File: src/rtl/bus_par_pkg.sv
package bus_par_pkg;

   // Qualifiers describing who owns the current bus phase
   typedef struct packed {
      logic addr;   // address phase issued by this agent
      logic mwr;    // write data supplied as initiator
      logic trd;    // read data returned as target
   } phase_q_t;

   localparam int PAR_FLAT = 0;
   localparam int PAR_LANE = 1;

   function automatic logic phase_driven(phase_q_t q);
      return q.addr | q.mwr | q.trd;
   endfunction

endpackage

File: src/rtl/bus_par_tree.sv
module bus_par_tree #(
   parameter int DATA_W    = 32,
   parameter int CMD_W     = 4,
   parameter int PAR_STYLE = 1
) (
   input  logic [DATA_W-1:0] ad,
   input  logic [CMD_W-1:0]  cbe,
   output logic              par
);
   import bus_par_pkg::*;

   localparam int LANE_W = DATA_W / CMD_W;

   generate
      if (PAR_STYLE == PAR_FLAT) begin : g_flat
         assign par = ^{ad, cbe};
      end else begin : g_lane
         logic [CMD_W-1:0] lane_par;
         for (genvar i = 0; i < CMD_W; i++) begin : g_l
            assign lane_par[i] = (^ad[i*LANE_W +: LANE_W]) ^ cbe[i];
         end
         assign par = ^lane_par;
      end
   endgenerate

endmodule

File: src/rtl/bus_par_drive.sv
module bus_par_drive (
   input  logic                  clk,
   input  logic                  rst_n,
   input  bus_par_pkg::phase_q_t ph,
   input  logic                  par_calc,
   output logic                  par_out,
   output logic                  par_oe
);
   import bus_par_pkg::*;

   logic drive;
   assign drive = phase_driven(ph);

   always_ff @(posedge clk) begin
      if (!rst_n) begin
         par_out <= 1'b0;
         par_oe  <= 1'b0;
      end else begin
         par_out <= drive & par_calc;
         par_oe  <= drive;
      end
   end

   assert_drive_addr_R4: assert property (@(posedge clk) disable iff (!rst_n)
      ph.addr |=> par_oe);
   assert_drive_mwr_R5: assert property (@(posedge clk) disable iff (!rst_n)
      ph.mwr |=> par_oe);
   assert_drive_trd_R6: assert property (@(posedge clk) disable iff (!rst_n)
      ph.trd |=> par_oe);
   assert_idle_R7: assert property (@(posedge clk) disable iff (!rst_n)
      (!ph.addr && !ph.mwr && !ph.trd) |=> (!par_oe && !par_out));

endmodule

File: src/rtl/bus_serr_nmi.sv
module bus_serr_nmi (
   input  logic clk,
   input  logic rst_n,
   input  logic serr_n,
   input  logic nmi_en,
   input  logic nmi_clr,
   output logic nmi
);

   logic err_seen;
   assign err_seen = ~serr_n;

   always_ff @(posedge clk) begin
      if (!rst_n)
         nmi <= 1'b0;
      else if (!nmi_en)
         nmi <= 1'b0;
      else if (err_seen)
         nmi <= 1'b1;
      else if (nmi_clr)
         nmi <= 1'b0;
   end

   assert_nmi_set_R8: assert property (@(posedge clk) disable iff (!rst_n)
      (!serr_n && nmi_en) |=> nmi);
   assert_nmi_hold_R9: assert property (@(posedge clk) disable iff (!rst_n)
      (nmi && nmi_en && !nmi_clr) |=> nmi);
   assert_nmi_off_R10: assert property (@(posedge clk) disable iff (!rst_n)
      !nmi_en |=> !nmi);

endmodule

File: src/rtl/bus_par_nmi.sv
module bus_par_nmi #(
   parameter int DATA_W    = 32,
   parameter int CMD_W     = 4,
   parameter int PAR_STYLE = 1
) (
   input  logic              clk,
   input  logic              rst_n,
   input  logic [DATA_W-1:0] ad_in,
   input  logic [CMD_W-1:0]  cbe_in,
   input  logic              addr_phase,
   input  logic              mst_wr_data,
   input  logic              tgt_rd_data,
   input  logic              serr_n,
   input  logic              nmi_en,
   input  logic              nmi_clr,
   output logic              par_out,
   output logic              par_oe,
   output logic              nmi
);
   import bus_par_pkg::*;

   localparam int LANE_W = DATA_W / CMD_W;

   generate
      if (CMD_W < 1 || DATA_W % CMD_W != 0) begin : g_bad_width
         $error("DATA_W must split evenly into CMD_W lanes");
      end
      if (LANE_W < 1) begin : g_bad_lane
         $error("each lane needs at least one data bit");
      end
      if (PAR_STYLE != PAR_FLAT && PAR_STYLE != PAR_LANE) begin : g_bad_style
         $error("PAR_STYLE must be 0 or 1");
      end
   endgenerate

   phase_q_t ph;
   logic     par_calc;

   assign ph.addr = addr_phase;
   assign ph.mwr  = mst_wr_data;
   assign ph.trd  = tgt_rd_data;

   bus_par_tree #(
      .DATA_W   (DATA_W),
      .CMD_W    (CMD_W),
      .PAR_STYLE(PAR_STYLE)
   ) u_tree (
      .ad (ad_in),
      .cbe(cbe_in),
      .par(par_calc)
   );

   bus_par_drive u_drive (
      .clk     (clk),
      .rst_n   (rst_n),
      .ph      (ph),
      .par_calc(par_calc),
      .par_out (par_out),
      .par_oe  (par_oe)
   );

   bus_serr_nmi u_nmi (
      .clk    (clk),
      .rst_n  (rst_n),
      .serr_n (serr_n),
      .nmi_en (nmi_en),
      .nmi_clr(nmi_clr),
      .nmi    (nmi)
   );

   // Even parity across the registered bit and the sampled phase
   assert_par_even_R1: assert property (@(posedge clk) disable iff (!rst_n)
      (addr_phase || mst_wr_data || tgt_rd_data)
         |=> ((par_out ^ (^$past(ad_in)) ^ (^$past(cbe_in))) == 1'b0));

endmodule

File: config.mk
export PLATFORM = sky130hd
export DESIGN_NAME = bus_par_nmi
export DESIGN_NICKNAME = d
export VERILOG_FILES = /design/src/rtl/bus_par_pkg.sv /design/src/rtl/bus_par_tree.sv /design/src/rtl/bus_par_drive.sv /design/src/rtl/bus_serr_nmi.sv /design/src/rtl/bus_par_nmi.sv
export SDC_FILE = /design/constraint.sdc
export NUM_CORES = 1
export LEC_CHECK = 0
export BUFFER_PORTS_ARGS = -buffer_cell sky130_fd_sc_hd__buf_2
export CAP_MARGIN = 20
export CORE_UTILIZATION = 25
export DETAILED_ROUTE_END_ITERATION = 12
export PLACE_DENSITY = 0.6
export SLEW_MARGIN = 20
export SYNTH_ARGS = -nofsm -noshare
export SYNTH_HDL_FRONTEND = slang
export SYNTH_SLANG_ARGS = --single-unit
File: constraint.sdc
create_clock -name clk -period 1.8 [get_ports clk]
set_clock_uncertainty 0.05 [all_clocks]
set_input_delay 0.36 -clock clk [delete_from_list [all_inputs] [get_ports clk]]
set_output_delay 0.36 -clock clk [all_outputs]
set_load 0.1 [all_outputs]
==> results_dict.tcl <==
set metrics [dict create \
    synth_xor_area_frac 0.743 \
    drive_gt1_frac 0.538 \
    synth_largest_area_cell "xnor2_1" \
    num_vias 431 \
    mostFrequentLayoutCells "buf_2 (46), xnor2_1 (25), xor2_1 (4)" \
    synthSimpleGateAreaFrac 0.0796 \
    hold_buffers 0 \
    firstDrtPassIters 1 \
    crit_family "XOR/XNOR gates" \
    required_ps 1910 \
    netSwitchingFraction 0.370 \
    core_um2 1540 \
    fmax_mhz 639 \
    rows 14 \
    grt.total_usage 0.0816 \
    crit_arrival_ps 1670 \
    cts_setup_buffers 0 \
    routed_wl_um 815 \
    seq_area_frac_synth 0.142 \
    end_kind "flip-flop" \
    ir_drop_mv 0.471 \
    r2r_start "u_nmi.nmi" \
    crit_buf_inv 1 \
    cts_buffers 3 \
    post_dp_cell_area_um2 674 \
    max_slew_margin 0.675 \
    antenna_found_initial 0 \
    min_to "u_nmi.nmi" \
    path_max_fanout 2 \
    power.density_nw_per_um2 802 \
    cap_viol_max_count 0 \
    fp.dieH_um 43.2 \
    min_period_ps 1570 \
    reg2reg_to "u_nmi.nmi" \
    p_leak_uw 0.000351 \
    htreeDepth 1 \
    root_buffer "clkbuf_4" \
    crit_slowest_cell "xnor3_1" \
    synth_top_area_share 0.516 \
    clock-sinks 3 \
    initial_core_util 0.275 \
    min-delay-start "serr_n" \
    synth.area.top_cells "xnor2_1 (52%), dfxtp_1 (14%), xnor3_1 (11%)" \
    rsz0062_at_grt "no" \
    netlist_area_um2 424 \
    dr.first_iter.drc_count 0 \
    synth_compound_area_frac 0.0118 \
    diodes 0 \
    grt_overflow 0 \
    hp-class "in -> reg" \
    slew_viol_final 0 \
    synth_seq_cells 3 \
    cts_tree "done" \
    cp-start-kind "input port" \
    fin_area_um2 701 \
    worst_slew_pin_slew_ps 491 \
    synth_top_family_by_area "XOR/XNOR gates" \
    clockBufferDepth 2 \
    nets 138 \
    gp_congestion 0.644 \
    finalSetupViolCount 0 \
    ff2ff_setup_slack_ps 1180 \
    ys_types 12 \
    yosys.area_share.adder 0 \
    grt_max_degree 4 \
    grt_pass1_vias 318 \
    power_uw 562 \
    syn2layout_area_growth_pct 65.2 \
    r2r_cells 2 \
    hpwl_um 739 \
    power.share.sequential 0.144 \
    io_buffer_count 46 \
    vias_per_cell 3.95 \
    path_cells "buf_2 -> xor2_1 -> xnor2_1 -> xnor3_1 -> or3b_1 -> mux2i_1" \
    syn_nets 87 \
    clk_pin_slew_ps 40 \
    ant_nets 0 \
    p_int_uw 354 \
    pwr-share-clk 0.207 \
    synth_cells 43 \
    hold_viol 0 \
    critPathMaxStageDelay_ps 420 \
    final_common_cell "buf_2" \
    worst-setup-path-type "in -> reg" \
    holdWs_ps 246 \
    post_drt_wl_per_cell_um 7.48 \
    grt_pass1_wl_um 1100 \
    muxShareOfSynthArea 0.0236 \
    avgSynthCellArea_um2 9.86 \
    status "finished clean" \
    drc_errors 0 \
    p_sw_uw 208 \
    p_comb_frac 0.649 \
    hold_depth 2 \
    synth_warnings 0 \
    io_pins 47 \
    die_x_um 43.2 \
    ctsResizeCount 0 \
    clock_latency_ps 230 \
    fin_crit_sh 0.870 \
    fill_cells 168 \
    dieArea_um2 1870 \
]
-- power by group through the flow --
stage / combinational (µW) / sequential [µW] / clock (µW)
floorplan: 214 / 160 / 0
global placement: 367 / 81.4 / 0
detailed placement: 371 / 82.0 / 0
CTS: 372 / 81.0 / 121
global route: 390 / 82.1 / 126
finish: 365 / 80.7 / 116
-- Yosys cell counts --
cell and count:
xor2_1 4, nor2b_1 1, nor3_1 1, or3b_1 1, nand2b_1 1, xnor2_2 1
xnor2_1 25, dfxtp_1 3, mux2i_1 1, xnor3_1 2, a21oi_1 1, nand2_1 2
-- per-stage QoR --
| stage | cells | util | setup slack, ps | TNS (ps) |
|---|---|---|---|---|
| after floorplan | 43 | - | 169 | 0 |
| after global placement | 105 | 0.438 | 25.3 | 0 |
| after detailed placement | 105 | 0.438 | -13.0 | -13.0 |
| after CTS | 109 | 0.455 | 219 | 0 |
| after global routing | 109 | 0.455 | 148 | 0 |
| final | 109 | 0.455 | 234 | 0 |
-- cell families (layout without fill, tap and decap cells) --
logic type / after synthesis / after routing
AO/OA/AOI/OAI: 1 / 1
XOR/XNOR: 32 / 32
buffers and inverters: 0 / 50
flip-flops: 3 / 3
multiplexers: 1 / 1
AND/OR/NAND/NOR: 6 / 6
-- cell type report --
type | count | area [µm²] | share of cell area
multi-input cells | 40 | 364 | 0.520
well taps | 16 | 20.0 | 0.0286
clock buffers | 4 | 26.3 | 0.0375
flip-flops and latches | 3 | 60.1 | 0.0857
repair buffers | 46 | 230 | 0.329
-- sequential cells by signal (all words and copies together) (netlist names) --
| name | cells |
|---|---|
| u_nmi.nmi | 1 |
| u_drive.par_oe | 1 |
| u_drive.par_out | 1 |
-- worst register-to-register path: stages, from the launching register on --
cell      delay, ps
dfxtp_1         320
nand2b_1         60
a21oi_1         120
-- per-layer routing --
layer / vias up / global-route usage / wire length [µm]
met4: 0 / 0.0545 / 10
met2: 21 / 0.149 / 430
met3: 2 / 0.0383 / 75
met5: - / 0 / 0
li1: 236 / - / -
met1: 172 / 0.0672 / 299
-- worst max-delay path by stage --
stage	startpoint	to	cells past startpoint
final	ad_in[27]	u_drive.par_out	6
after CTS	ad_in[27]	u_drive.par_out	6
after floorplan	ad_in[27]	u_drive.par_out	5
after global routing	ad_in[17]	u_drive.par_out	6
after detailed placement	ad_in[27]	u_drive.par_out	6
after global placement	ad_in[27]	u_drive.par_out	6
Note: power is estimated with default switching activity, not from simulation.
